===== config.mk =====
export PLATFORM = sky130hd
export DESIGN_NAME = gpio_port
export DESIGN_NICKNAME = d
export VERILOG_FILES = /design/src/rtl/gpio_pkg.sv /design/src/rtl/gpio_bus_decode.sv /design/src/rtl/gpio_pin_cell.sv /design/src/rtl/gpio_port.sv
export SDC_FILE = /design/constraint.sdc
export NUM_CORES = 1
export LEC_CHECK = 0
export BUFFER_PORTS_ARGS = -buffer_cell sky130_fd_sc_hd__buf_4
export CORE_MARGIN = 3
export CORE_UTILIZATION = 25
export CTS_BUF_LIST = sky130_fd_sc_hd__clkbuf_4 sky130_fd_sc_hd__clkbuf_8
export CTS_CLUSTER_SIZE = 40
export DETAILED_ROUTE_END_ITERATION = 10
export PLACE_DENSITY = 0.39
export SYNTH_ARGS = -nofsm -noshare
export SYNTH_HDL_FRONTEND = slang
export SYNTH_SLANG_ARGS = --single-unit

===== constraint.sdc =====
create_clock -name clk -period 2.16 [get_ports clk]
set_clock_uncertainty 0.2 [all_clocks]
set_input_delay 0.216 -clock clk [delete_from_list [all_inputs] [get_ports clk]]
set_output_delay 0.216 -clock clk [all_outputs]
set_load 0.005 [all_outputs]

===== src/rtl/gpio_pkg.sv =====
// Shared constants and types for the GPIO port.
// Assumes the per-pin configuration words sit in the upper half of the
// word address space, so the address MSB selects them.
package gpio_pkg;

    // Word addresses of the port-wide registers
    localparam int ADR_OUT    = 0;
    localparam int ADR_OUTSET = 1;
    localparam int ADR_OUTCLR = 2;
    localparam int ADR_IN     = 3;
    localparam int ADR_DIR    = 4;
    localparam int ADR_DIRSET = 5;
    localparam int ADR_DIRCLR = 6;
    localparam int ADR_STAT   = 7;

    // Pull selector codes
    localparam logic [1:0] PULL_NONE = 2'b00;
    localparam logic [1:0] PULL_DOWN = 2'b01;
    localparam logic [1:0] PULL_UP   = 2'b11;

    // Configuration word of one pin, bit 0 at the right
    typedef struct packed {
        logic [1:0] pull;
        logic       disc;
        logic       dir;
    } pin_cfg_t;

    localparam pin_cfg_t CFG_RESET = '{pull: PULL_NONE, disc: 1'b1, dir: 1'b0};

endpackage


===== src/rtl/gpio_bus_decode.sv =====
// Turns one bus write into per-register write strobes.
// Assumes NPINS is a power of two: the address MSB selects the
// configuration words and the low bits give the pin index.
module gpio_bus_decode
    import gpio_pkg::*;
#(
    parameter int NPINS = 32,
    localparam int AW   = $clog2(2 * NPINS)
) (
    input  logic             bus_wr,
    input  logic [AW-1:0]    bus_addr,
    output logic             wr_out,
    output logic             wr_outset,
    output logic             wr_outclr,
    output logic             wr_dir,
    output logic             wr_dirset,
    output logic             wr_dirclr,
    output logic             wr_stat,
    output logic [NPINS-1:0] wr_cfg
);

    logic low_wr;

    // A write to the lower half reaches a port-wide register
    assign low_wr    = bus_wr && !bus_addr[AW-1];
    assign wr_out    = low_wr && (bus_addr == AW'(ADR_OUT));
    assign wr_outset = low_wr && (bus_addr == AW'(ADR_OUTSET));
    assign wr_outclr = low_wr && (bus_addr == AW'(ADR_OUTCLR));
    assign wr_dir    = low_wr && (bus_addr == AW'(ADR_DIR));
    assign wr_dirset = low_wr && (bus_addr == AW'(ADR_DIRSET));
    assign wr_dirclr = low_wr && (bus_addr == AW'(ADR_DIRCLR));
    assign wr_stat   = low_wr && (bus_addr == AW'(ADR_STAT));

    // One strobe per configuration word in the upper half
    for (genvar i = 0; i < NPINS; i++) begin : g_cfg
        assign wr_cfg[i] = bus_wr && bus_addr[AW-1] && (bus_addr[AW-2:0] == (AW-1)'(i));
    end

endmodule


===== src/rtl/gpio_pin_cell.sv =====
// State and level resolution for one pin: output bit, configuration
// (its bit 0 is the direction bit), and the registered sampled input.
// Assumes at most one write strobe is active per cycle.
module gpio_pin_cell
    import gpio_pkg::*;
(
    input  logic     clk,
    input  logic     rst_n,
    input  logic     wr_out,
    input  logic     wr_outset,
    input  logic     wr_outclr,
    input  logic     wr_dir,
    input  logic     wr_dirset,
    input  logic     wr_dirclr,
    input  logic     wr_cfg,
    input  logic     wbit,
    input  pin_cfg_t cfg_wdata,
    input  logic     ext_lvl,
    input  logic     ext_drv,
    output logic     out_q,
    output pin_cfg_t cfg_q,
    output logic     in_q,
    output logic     conflict
);

    logic lvl_nxt;

    // Output level register: full write, set-by-one, clear-by-one
    always_ff @(posedge clk) begin
        if (!rst_n)                  out_q <= 1'b0;
        else if (wr_out)             out_q <= wbit;
        else if (wr_outset && wbit)  out_q <= 1'b1;
        else if (wr_outclr && wbit)  out_q <= 1'b0;
    end

    // Direction bit, reachable from the direction registers and the config word
    always_ff @(posedge clk) begin
        if (!rst_n)                  cfg_q.dir <= CFG_RESET.dir;
        else if (wr_cfg)             cfg_q.dir <= cfg_wdata.dir;
        else if (wr_dir)             cfg_q.dir <= wbit;
        else if (wr_dirset && wbit)  cfg_q.dir <= 1'b1;
        else if (wr_dirclr && wbit)  cfg_q.dir <= 1'b0;
    end

    // Input-disconnect and pull fields, written only through the config word
    always_ff @(posedge clk) begin
        if (!rst_n) begin
            cfg_q.disc <= CFG_RESET.disc;
            cfg_q.pull <= CFG_RESET.pull;
        end else if (wr_cfg) begin
            cfg_q.disc <= cfg_wdata.disc;
            cfg_q.pull <= cfg_wdata.pull;
        end
    end

    // Resolve the level: disconnect→pull, own driver, external, pull, else hold
    always_comb begin
        lvl_nxt = in_q;
        if (cfg_q.disc) begin
            if (cfg_q.pull == PULL_UP)        lvl_nxt = 1'b1;
            else if (cfg_q.pull == PULL_DOWN) lvl_nxt = 1'b0;
        end else if (cfg_q.dir) begin
            lvl_nxt = out_q;
        end else if (ext_drv) begin
            lvl_nxt = ext_lvl;
        end else if (cfg_q.pull == PULL_UP) begin
            lvl_nxt = 1'b1;
        end else if (cfg_q.pull == PULL_DOWN) begin
            lvl_nxt = 1'b0;
        end
    end

    // Sampled input register
    always_ff @(posedge clk) begin
        if (!rst_n) in_q <= 1'b0;
        else        in_q <= lvl_nxt;
    end

    // Own driver fights an opposite external drive
    assign conflict = cfg_q.dir && ext_drv && (ext_lvl != out_q);

endmodule


===== src/rtl/gpio_port.sv =====
// GPIO port top: bus decode, one pin cell per pin, read mux and the
// sticky conflict flag. Assumes NPINS is a power of two and >= 8.
module gpio_port
    import gpio_pkg::*;
#(
    parameter int NPINS = 32,
    localparam int AW   = $clog2(2 * NPINS)
) (
    input  logic             clk,
    input  logic             rst_n,
    input  logic             bus_wr,
    input  logic [AW-1:0]    bus_addr,
    input  logic [NPINS-1:0] bus_wdata,
    output logic [NPINS-1:0] bus_rdata,
    input  logic [NPINS-1:0] ext_lvl,
    input  logic [NPINS-1:0] ext_drv,
    output logic [NPINS-1:0] pin_out,
    output logic [NPINS-1:0] pin_oe,
    output logic             err_flag
);

    logic             wr_out, wr_outset, wr_outclr;
    logic             wr_dir, wr_dirset, wr_dirclr, wr_stat;
    logic [NPINS-1:0] wr_cfg;
    logic [NPINS-1:0] out_vec, dir_vec, in_vec, conf_vec;
    pin_cfg_t         cfg_arr [NPINS];
    pin_cfg_t         cfg_wdata;
    pin_cfg_t         cfg_rd;

    assign cfg_wdata = pin_cfg_t'(bus_wdata[3:0]);

    gpio_bus_decode #(.NPINS(NPINS)) u_dec (
        .bus_wr    (bus_wr),
        .bus_addr  (bus_addr),
        .wr_out    (wr_out),
        .wr_outset (wr_outset),
        .wr_outclr (wr_outclr),
        .wr_dir    (wr_dir),
        .wr_dirset (wr_dirset),
        .wr_dirclr (wr_dirclr),
        .wr_stat   (wr_stat),
        .wr_cfg    (wr_cfg)
    );

    for (genvar i = 0; i < NPINS; i++) begin : g_pin
        gpio_pin_cell u_cell (
            .clk       (clk),
            .rst_n     (rst_n),
            .wr_out    (wr_out),
            .wr_outset (wr_outset),
            .wr_outclr (wr_outclr),
            .wr_dir    (wr_dir),
            .wr_dirset (wr_dirset),
            .wr_dirclr (wr_dirclr),
            .wr_cfg    (wr_cfg[i]),
            .wbit      (bus_wdata[i]),
            .cfg_wdata (cfg_wdata),
            .ext_lvl   (ext_lvl[i]),
            .ext_drv   (ext_drv[i]),
            .out_q     (out_vec[i]),
            .cfg_q     (cfg_arr[i]),
            .in_q      (in_vec[i]),
            .conflict  (conf_vec[i])
        );
        assign dir_vec[i] = cfg_arr[i].dir;
    end

    // Sticky conflict flag; a new conflict wins over a same-cycle clear
    always_ff @(posedge clk) begin
        if (!rst_n)                      err_flag <= 1'b0;
        else if (|conf_vec)              err_flag <= 1'b1;
        else if (wr_stat && bus_wdata[0]) err_flag <= 1'b0;
    end

    assign cfg_rd = cfg_arr[bus_addr[AW-2:0]];

    // Read mux for all registers
    always_comb begin
        bus_rdata = '0;
        if (bus_addr[AW-1]) begin
            bus_rdata = {{(NPINS-4){1'b0}}, cfg_rd};
        end else begin
            case (bus_addr)
                AW'(ADR_OUT), AW'(ADR_OUTSET), AW'(ADR_OUTCLR): bus_rdata = out_vec;
                AW'(ADR_IN):                                    bus_rdata = in_vec;
                AW'(ADR_DIR), AW'(ADR_DIRSET), AW'(ADR_DIRCLR): bus_rdata = dir_vec;
                AW'(ADR_STAT):                                  bus_rdata = {{(NPINS-1){1'b0}}, err_flag};
                default:                                        bus_rdata = '0;
            endcase
        end
    end

    assign pin_out = out_vec;
    assign pin_oe  = dir_vec;

endmodule


==> impl_metrics.xml, run 1 <==
<?xml version="1.0" encoding="UTF-8"?>
<metrics>
  <group name="synth">
    <metric name="synthArstFlopShare" unit="">0</metric>
    <metric name="ys_warn_count" unit="">0</metric>
    <metric name="synth_top_area_frac" unit="">0.336</metric>
    <metric name="synth_cell_type_count" unit="">52</metric>
    <metric name="synth_top_cell_by_area" unit="">dfxtp_1</metric>
    <metric name="synth_flop_cell" unit="">dfxtp_1</metric>
    <metric name="post_synth_edffs" unit="">0</metric>
    <metric name="synth_seq_cells" unit="">193</metric>
    <metric name="synth.yosys.seq_area_share" unit="">0.336</metric>
    <metric name="post_syn_instances" unit="">1318</metric>
    <metric name="synth.top_cells.by_area" unit="">dfxtp_1, mux2i_1, mux4_2</metric>
    <metric name="post_syn_nets" unit="">1423</metric>
    <metric name="post_synth_instance_area" unit="um^2">11500</metric>
    <metric name="synthesized_area_per_cell" unit="um^2">8.73</metric>
    <metric name="synth_most_common_cell" unit="">dfxtp_1</metric>
    <metric name="most_frequent_cells_after_synthesis" unit="">dfxtp_1, nand2_1, mux2i_1</metric>
  </group>
  <group name="drt">
    <metric name="num_vias" unit="">11500</metric>
    <metric name="initialDrtViolationCount" unit="">751</metric>
    <metric name="post-route-drc-count" unit="">0</metric>
    <metric name="routed_wirelength" unit="um">50800</metric>
    <metric name="antenna_left" unit="">0</metric>
    <metric name="wl_per_cell" unit="um">22.3</metric>
    <metric name="detail_route.first_pass.iterations" unit="">5</metric>
    <metric name="viasPerCell" unit="">5.06</metric>
  </group>
  <group name="status">
    <metric name="violations" unit="">negative setup slack</metric>
    <metric name="outcome" unit="">complete, but fails checks</metric>
  </group>
  <group name="run">
    <metric name="timing.max_cap.violations" unit="">0</metric>
  </group>
  <group name="timing">
    <metric name="worst_hold_slack" unit="ns">0.0573</metric>
    <metric name="timing.final.hold_violations" unit="">0</metric>
    <metric name="setup_viol" unit="">4</metric>
    <metric name="fin_crit" unit="ns">2.64</metric>
    <metric name="tightestPinTransition" unit="ns">0.570</metric>
    <metric name="report.final.slew_viol_count" unit="">0</metric>
    <metric name="rsz_0062_raised_after_global_routing" unit="">yes</metric>
    <metric name="fmaxAchievable" unit="MHz">379</metric>
    <metric name="slew_headroom" unit="">0.620</metric>
    <metric name="setup_slack" unit="ns">-0.480</metric>
    <metric name="fin_crit_sh" unit="">1.22</metric>
  </group>
  <group name="global_route">
    <metric name="grt_remaining_overflow" unit="">0</metric>
    <metric name="first_pass_grt_wire_length" unit="um">75000</metric>
    <metric name="grt_pass1_vias" unit="">11600</metric>
    <metric name="global_route.usage.met1" unit="">0.273</metric>
    <metric name="met2_routing_resource_usage_after_global_routing" unit="">0.338</metric>
    <metric name="grt_max_degree" unit="">79</metric>
    <metric name="grt_util_all_layers" unit="">0.207</metric>
    <metric name="globalRoute.busiestLayer" unit="">met2</metric>
    <metric name="globalRouteMet3Util" unit="">0.0441</metric>
    <metric name="initial_antenna_violation_count" unit="">3</metric>
  </group>
  <group name="placed_design">
    <metric name="post_dp_cell_area" unit="um^2">14500</metric>
    <metric name="port-buffer-count" unit="">201</metric>
    <metric name="place_congestion" unit="">0.862</metric>
    <metric name="hpwl" unit="um">37300</metric>
    <metric name="place.detailed.instances" unit="">2135</metric>
  </group>
  <group name="finish">
    <metric name="final_core_utilization" unit="">0.360</metric>
    <metric name="finish.instance_area" unit="um^2">16100</metric>
    <metric name="final_nets" unit="">1777</metric>
    <metric name="layout-drive-gt1-share" unit="">0.294</metric>
    <metric name="area_overhead_of_the_layout_relative_to_synthesis" unit="%">40.2</metric>
    <metric name="post_layout_nonfiller_instances" unit="">2278</metric>
    <metric name="count_of_filler_cells_inserted_in_the_layout" unit="">4623</metric>
  </group>
  <group name="cts">
    <metric name="worst_skew_pair.late_latency" unit="ns">0.52</metric>
    <metric name="clkSinkCount" unit="">193</metric>
    <metric name="cts_tree" unit="">built</metric>
    <metric name="root_buffer_selected_by_cts" unit="">clkbuf_8</metric>
    <metric name="clk_pin_slew_worst_paths" unit="ns">0.10</metric>
    <metric name="cts_max_level" unit="">4</metric>
    <metric name="cts_made_buffers" unit="">17</metric>
    <metric name="clock_tree_buf_depth" unit="">2</metric>
  </group>
  <group name="worst_setup_path">
    <metric name="timing.critical_path.cells" unit="">mux4_2, a22o_1, a2111oi_2, a21o_1, o21ai_2, buf_4</metric>
    <metric name="worst_ep_required_time" unit="ns">1.74</metric>
    <metric name="path_max_fanout" unit="">2</metric>
    <metric name="endpoint_kind" unit="">primary output</metric>
    <metric name="timing_worst_setup_path_type" unit="">flop to primary output</metric>
    <metric name="critical_path.slowest_cell" unit="">mux4_2</metric>
    <metric name="startpoint_type" unit="">flop</metric>
    <metric name="critPathTopFamily" unit="">compound AO/OA/AOI/OAI gates</metric>
    <metric name="cp_data_arrival_time" unit="ns">2.22</metric>
    <metric name="max_stage_delay" unit="ns">0.47</metric>
    <metric name="worst-path-buf-inv" unit="">1</metric>
  </group>
  <group name="pwr">
    <metric name="swShare" unit="">0.272</metric>
    <metric name="power_switching" unit="mW">1.98</metric>
    <metric name="leakagePower" unit="nW">6.82</metric>
    <metric name="power.density_cell_area" unit="nW/um^2">453</metric>
    <metric name="power.sequential.fraction" unit="">0.494</metric>
    <metric name="combinational_group_share_of_total_power" unit="">0.145</metric>
    <metric name="internal-power" unit="mW">5.32</metric>
    <metric name="power.share.clock" unit="">0.361</metric>
    <metric name="irDropWorstVdd" unit="mV">0.328</metric>
  </group>
  <group name="floorplanning">
    <metric name="start_util" unit="">0.257</metric>
    <metric name="floorplan.die.width" unit="um">221</metric>
    <metric name="io_pins" unit="">202</metric>
    <metric name="fp-row-count" unit="">77</metric>
    <metric name="design.die.area" unit="um^2">48600</metric>
    <metric name="die_y" unit="um">221</metric>
    <metric name="coreArea" unit="um^2">44800</metric>
  </group>
  <group name="hold_path">
    <metric name="min-delay-path-class" unit="">input port to flop</metric>
  </group>
</metrics>
## power groups by stage
stage	registers, mW	logic [mW]	clock network, mW
final	3.60	1.06	2.64
after global routing	3.61	1.14	2.85
after CTS	3.61	1.04	2.74
after detailed placement	3.69	0.888	0
after global placement	3.69	0.880	0
after floorplan	3.68	0.392	0
## sequential cells by signal, summed over array words and instances (netlist names)
name,cells
g_pin.u_cell.out_q,32
g_pin.u_cell.in_q,32
g_pin.u_cell.cfg_q,128
err_flag,1
## routing by layer
metal	wire [um]	vias to the layer above
met5	36	-
met4	1340	6
met3	2840	73
met2	23700	292
met1	22900	5668
li1	-	5487
## worst register-to-register path, cell delays in order, from the launching register on
cell,delay (ns)
dfxtp_1,0.33
xor2_1,0.15
nand3_1,0.12
buf_12,0.13
nand4_1,0.08
buf_4,0.16
or4_1,0.51
o31a_1,0.28
## kinds of logic after synthesis
family	after synthesis	share of synthesized area
AO/OA/AOI/OAI	318	0.209
XOR/XNOR	33	0.0251
buffers and inverters	207	0.0955
flip-flops	193	0.336
multiplexers	130	0.141
AND/OR/NAND/NOR	437	0.194
## worst paths after layout
kind / from / endpoint / slack [ns] / depth (start not counted)
setup reg to reg: g_pin[19].u_cell.out_q / err_flag / 0.10 / 7
hold reg to reg: g_pin[8].u_cell.cfg_q[3] / g_pin[8].u_cell.cfg_q[3] / 0.31 / 2
hold / removal: bus_wdata[0] / g_pin[9].u_cell.cfg_q[0] / 0.06 / 3
setup / recovery: g_pin[6].u_cell.cfg_q[0] / bus_rdata[0] / -0.48 / 6
## metrics by stage
stage,total power [mW],setup TNS [ns],worst slack (ns)
finish,7.30,-1.54,-0.480
CTS,7.39,-1.92,-0.518
global route,7.59,-1.92,-0.578
detailed placement,4.58,-1.48,-0.417
global placement,4.57,-1.29,-0.433
floorplan,4.07,0,0.202
## cell type report
class / instances / area, um^2 / area share
diodes: 1 / 2.50 / 0.000155
clock buffers: 20 / 263 / 0.0163
clock inverters: 12 / 155 / 0.00962
inverters: 48 / 180 / 0.0112
multi-input cells: 918 / 6650 / 0.412
flip-flops and latches: 193 / 3890 / 0.241
well taps: 592 / 741 / 0.0459
repair buffers: 494 / 4260 / 0.264
## what timing repair did
| item | in CTS | in global routing |
|---|---|---|
| pin swaps | 8 | 7 |
| hold buffers | 100 | 0 |
| buffers inserted | 3 | 9 |
| setup endpoints to repair | 13 | 15 |
| hold endpoints to repair | 151 | 0 |
| gates resized for setup | 30 | 22 |
## cell usage in the layout, fill, tap and decap left out, types with 4 or more instances in the layout
| cell type | netlist | final |
|---|---|---|
| nand3_2 | 0 | 4 |
| and3_1 | 6 | 4 |
| nor2_1 | 77 | 74 |
| nor3b_1 | 23 | 23 |
| nand4_1 | 14 | 14 |
| buf_4 | 67 | 364 |
| nor2b_1 | 61 | 61 |
| xor2_1 | 33 | 33 |
| a22oi_1 | 44 | 43 |
| dfxtp_1 | 193 | 175 |
| a22o_1 | 4 | 4 |
| a222oi_1 | 31 | 31 |
| mux2i_1 | 104 | 104 |
| nor3_1 | 8 | 8 |
| dfxtp_2 | 0 | 16 |
| clkinvlp_4 | 0 | 5 |
| clkbuf_8 | 0 | 18 |
| a32oi_1 | 34 | 34 |
| nor2_2 | 2 | 4 |
| a21boi_0 | 68 | 68 |
| nand2_1 | 140 | 138 |
| nand4b_1 | 26 | 26 |
| inv_1 | 48 | 48 |
| o211a_1 | 32 | 32 |
| nand3_1 | 61 | 57 |
| mux4_2 | 26 | 26 |
| a21oi_1 | 23 | 23 |
| o211ai_1 | 8 | 8 |
| buf_6 | 5 | 9 |
| dlygate4sd3_1 | 0 | 100 |
| buf_12 | 0 | 21 |
| o21ai_0 | 57 | 57 |
Power figures use the tool's default switching activity.
==> run 2, diff against run 1 <==
--- a/config.mk
+++ b/config.mk
@@ -14,4 +14,5 @@
 export PLACE_DENSITY = 0.39
 export SYNTH_ARGS = -nofsm -noshare
 export SYNTH_HDL_FRONTEND = slang
+export SYNTH_HIERARCHICAL = 1
 export SYNTH_SLANG_ARGS = --single-unit
==> impl_metrics.xml, run 2 <==
<?xml version="1.0" encoding="UTF-8"?>
<metrics>
  <group name="status">
    <metric name="outcome" unit="">complete, but fails checks</metric>
    <metric name="violations" unit="">negative setup slack</metric>
  </group>
  <group name="finish">
    <metric name="layout.cells.most_common" unit="">buf_4</metric>
    <metric name="area_overhead_of_the_layout_relative_to_synthesis" unit="%">47.5</metric>
    <metric name="post_layout_nonfiller_instances" unit="">2387</metric>
    <metric name="count_of_filler_cells_inserted_in_the_layout" unit="">4752</metric>
    <metric name="antennaDiodeCount" unit="">0</metric>
    <metric name="layout-drive-gt1-share" unit="">0.303</metric>
    <metric name="registers.top_by_ff_count" unit="">g_pin.u_cell/cfg_q</metric>
    <metric name="final_nets" unit="">1880</metric>
    <metric name="finish.instance_area" unit="um^2">17000</metric>
    <metric name="largest_reg_flops" unit="">128</metric>
    <metric name="reg.largest.list" unit="">g_pin.u_cell/cfg_q: 128 flops, g_pin.u_cell/in_q: 32 flops, g_pin.u_cell/out_q: 32 flops</metric>
    <metric name="final_cell_mix" unit="">buf_4, dfxtp_1, mux2i_1, o21ai_0, nand2_1</metric>
  </group>
  <group name="synth">
    <metric name="post_syn_instances" unit="">1262</metric>
    <metric name="synth_flop_cell" unit="">dfxtp_1</metric>
    <metric name="synth_top_cell_by_area" unit="">dfxtp_1</metric>
    <metric name="synth_top_area_frac" unit="">0.335</metric>
    <metric name="post_synth_edffs" unit="">0</metric>
    <metric name="post_syn_nets" unit="">1367</metric>
    <metric name="ys_warn_count" unit="">6</metric>
    <metric name="synth.top_cells.by_area" unit="">dfxtp_1, mux2i_1, o21ai_0</metric>
    <metric name="synthArstFlopShare" unit="">0</metric>
    <metric name="synth_cell_type_count" unit="">45</metric>
    <metric name="synth_most_common_cell" unit="">dfxtp_1</metric>
    <metric name="synth_seq_cells" unit="">193</metric>
    <metric name="synthesized_area_per_cell" unit="um^2">9.14</metric>
    <metric name="most_frequent_cells_after_synthesis" unit="">dfxtp_1, mux2i_1, o21ai_0</metric>
    <metric name="synth.yosys.seq_area_share" unit="">0.335</metric>
    <metric name="post_synth_instance_area" unit="um^2">11500</metric>
  </group>
  <group name="placed_design">
    <metric name="pre_cts_setup_slack" unit="ns">-0.310</metric>
    <metric name="place_congestion" unit="">0.851</metric>
    <metric name="place.detailed.instances" unit="">2247</metric>
    <metric name="hpwl" unit="um">35600</metric>
    <metric name="post_dp_cell_area" unit="um^2">15400</metric>
    <metric name="port-buffer-count" unit="">201</metric>
  </group>
  <group name="worst_setup_path">
    <metric name="crit_path_start" unit="">g_pin[18].u_cell/cfg_q[1]</metric>
    <metric name="timing_worst_setup_path_type" unit="">flop to primary output</metric>
    <metric name="critPathTopFamily" unit="">multiplexers</metric>
    <metric name="rr_worst_depth" unit="">6</metric>
    <metric name="max_stage_delay" unit="ns">0.47</metric>
    <metric name="critical_path_cell_count" unit="">6</metric>
    <metric name="rr_startpoint" unit="">g_pin[27].u_cell/out_q</metric>
    <metric name="path_max_fanout" unit="">2</metric>
    <metric name="crit_path_frequent_cell" unit="">o211ai_1</metric>
    <metric name="critical_path.slowest_cell" unit="">mux4_1</metric>
    <metric name="timing.critical_path.cells" unit="">mux4_1, mux2i_1, o211ai_1, nand3_1, o211ai_1, buf_4</metric>
    <metric name="worst-path-buf-inv" unit="">1</metric>
    <metric name="startpoint_type" unit="">flop</metric>
    <metric name="endpoint_kind" unit="">primary output</metric>
    <metric name="cp_data_arrival_time" unit="ns">2.19</metric>
    <metric name="worst_ep_required_time" unit="ns">1.74</metric>
  </group>
  <group name="global_route">
    <metric name="grt_max_degree" unit="">50</metric>
    <metric name="grt_pass1_vias" unit="">11600</metric>
    <metric name="grt_util_all_layers" unit="">0.192</metric>
    <metric name="grt_remaining_overflow" unit="">0</metric>
    <metric name="initial_antenna_violation_count" unit="">2</metric>
    <metric name="first_pass_grt_wire_length" unit="um">73200</metric>
  </group>
  <group name="cts">
    <metric name="clk_pin_slew_worst_paths" unit="ns">0.11</metric>
    <metric name="cts_made_buffers" unit="">17</metric>
    <metric name="worst_skew_pair.late_latency" unit="ns">0.50</metric>
    <metric name="cts_max_level" unit="">4</metric>
    <metric name="root_buffer_selected_by_cts" unit="">clkbuf_8</metric>
    <metric name="cts_tree" unit="">built</metric>
    <metric name="clock_tree_buf_depth" unit="">2</metric>
    <metric name="clkSinkCount" unit="">193</metric>
  </group>
  <group name="timing">
    <metric name="setup_slack" unit="ns">-0.443</metric>
    <metric name="fmaxAchievable" unit="MHz">384</metric>
    <metric name="timing.final.hold_violations" unit="">0</metric>
    <metric name="worst_hold_slack" unit="ns">0.0671</metric>
    <metric name="fin_crit_sh" unit="">1.21</metric>
    <metric name="setup_viol" unit="">4</metric>
    <metric name="tightestPinTransition" unit="ns">0.565</metric>
    <metric name="report.final.slew_viol_count" unit="">0</metric>
    <metric name="rsz_0062_raised_after_global_routing" unit="">yes</metric>
    <metric name="fin_crit" unit="ns">2.60</metric>
    <metric name="slew_headroom" unit="">0.623</metric>
  </group>
  <group name="drt">
    <metric name="viasPerCell" unit="">4.88</metric>
    <metric name="post-route-drc-count" unit="">0</metric>
    <metric name="initialDrtViolationCount" unit="">632</metric>
    <metric name="antenna_left" unit="">0</metric>
    <metric name="routed_wirelength" unit="um">48000</metric>
    <metric name="wl_per_cell" unit="um">20.1</metric>
    <metric name="detail_route.first_pass.iterations" unit="">5</metric>
    <metric name="num_vias" unit="">11600</metric>
  </group>
  <group name="floorplanning">
    <metric name="design.die.area" unit="um^2">48800</metric>
    <metric name="io_pins" unit="">202</metric>
    <metric name="die_y" unit="um">221</metric>
    <metric name="coreArea" unit="um^2">45500</metric>
    <metric name="floorplan.die.width" unit="um">221</metric>
    <metric name="fp-row-count" unit="">78</metric>
    <metric name="start_util" unit="">0.254</metric>
  </group>
  <group name="pwr">
    <metric name="power.density_cell_area" unit="nW/um^2">427</metric>
    <metric name="totalPowerFinal" unit="mW">7.26</metric>
    <metric name="leakagePower" unit="nW">6.61</metric>
    <metric name="irDropWorstVdd" unit="mV">0.328</metric>
  </group>
  <group name="hold_path">
    <metric name="worstHoldPathCells" unit="">3</metric>
    <metric name="hp-start" unit="">bus_wdata[2]</metric>
    <metric name="min-delay-path-class" unit="">input port to flop</metric>
  </group>
  <group name="run">
    <metric name="timing.max_cap.violations" unit="">0</metric>
  </group>
</metrics>
==> run 2: cell types whose count changed after synthesis, moves of 53 or more <==
cell and change:
and3_1 +58, buf_4 -66, clkbuf_1 -53, mux2i_1 +68
nand3_1 -54, nand3b_1 +64, o21ai_0 +96
==> run 2: kinds of logic (layout without fill, tap and decap cells) <==
group,Yosys count,in the layout,share of synthesized area
and+or+nand+nor,470,470,0.248
AOI/OAI and AO/OA,302,302,0.146
muxes,204,204,0.215
DFF,193,193,0.335
buffers and inverters,61,586,0.0324
xor gates and xnor gates,32,32,0.0243
==> run 2: cell type report <==
type,instances,area (um^2),share of cell area
Inverter,34,128,0.00750
Sequential cell,193,3890,0.228
Clock buffer,19,255,0.0150
Multi-Input combinational cell,1008,7390,0.435
Tap cell,600,751,0.0441
Timing Repair Buffer,521,4440,0.261
Clock inverter,12,159,0.00934
==> run 2: where the power goes <==
group	internal [mW]	switching (mW)	leakage (nW)	total, mW
clock	1.19	1.44	0.206	2.63
sequential	3.58	0.0265	1.56	3.61
combinational	0.518	0.507	4.84	1.03
==> run 2: metal layers <==
layer  share of wire  track usage  vias to the layer above
met1            0.48        0.263                     5686
met5         0.00058            0                        -
li1                -            -                     5724
met4           0.013       0.0364                        4
met3           0.034       0.0329                       28
met2            0.47        0.322                      204
==> run 2: metrics by stage <==
step                TNS [ns]   util
finish                 -1.64  0.374
global route           -2.08  0.374
CTS                    -1.78  0.374
detailed placement    -12.06  0.339
global placement       -9.90  0.339
floorplan                  0      -
==> run 2: tightest hold or removal path, delay by kind of cell <==
kind / cells / cell delay [ns]
compound gates: 2 / 0.23
buf+inv: 1 / 0.27
==> run 2: worst paths after layout <==
kind                                     to  slack, ns
setup / recovery               bus_rdata[1]      -0.44
hold / removal        g_pin[2].u_cell/out_q       0.07
setup reg to reg                   err_flag       0.09
hold reg to reg   g_pin[11].u_cell/cfg_q[3]       0.35
==> run 2: what timing repair did <==
item	4_1_cts	5_1_grt
gates resized for setup	32	8
gates cloned	1	0
hold buffers	106	0
setup endpoints to repair	33	32
pin swaps	11	2
setup buffers	2	0
hold endpoints to repair	98	0
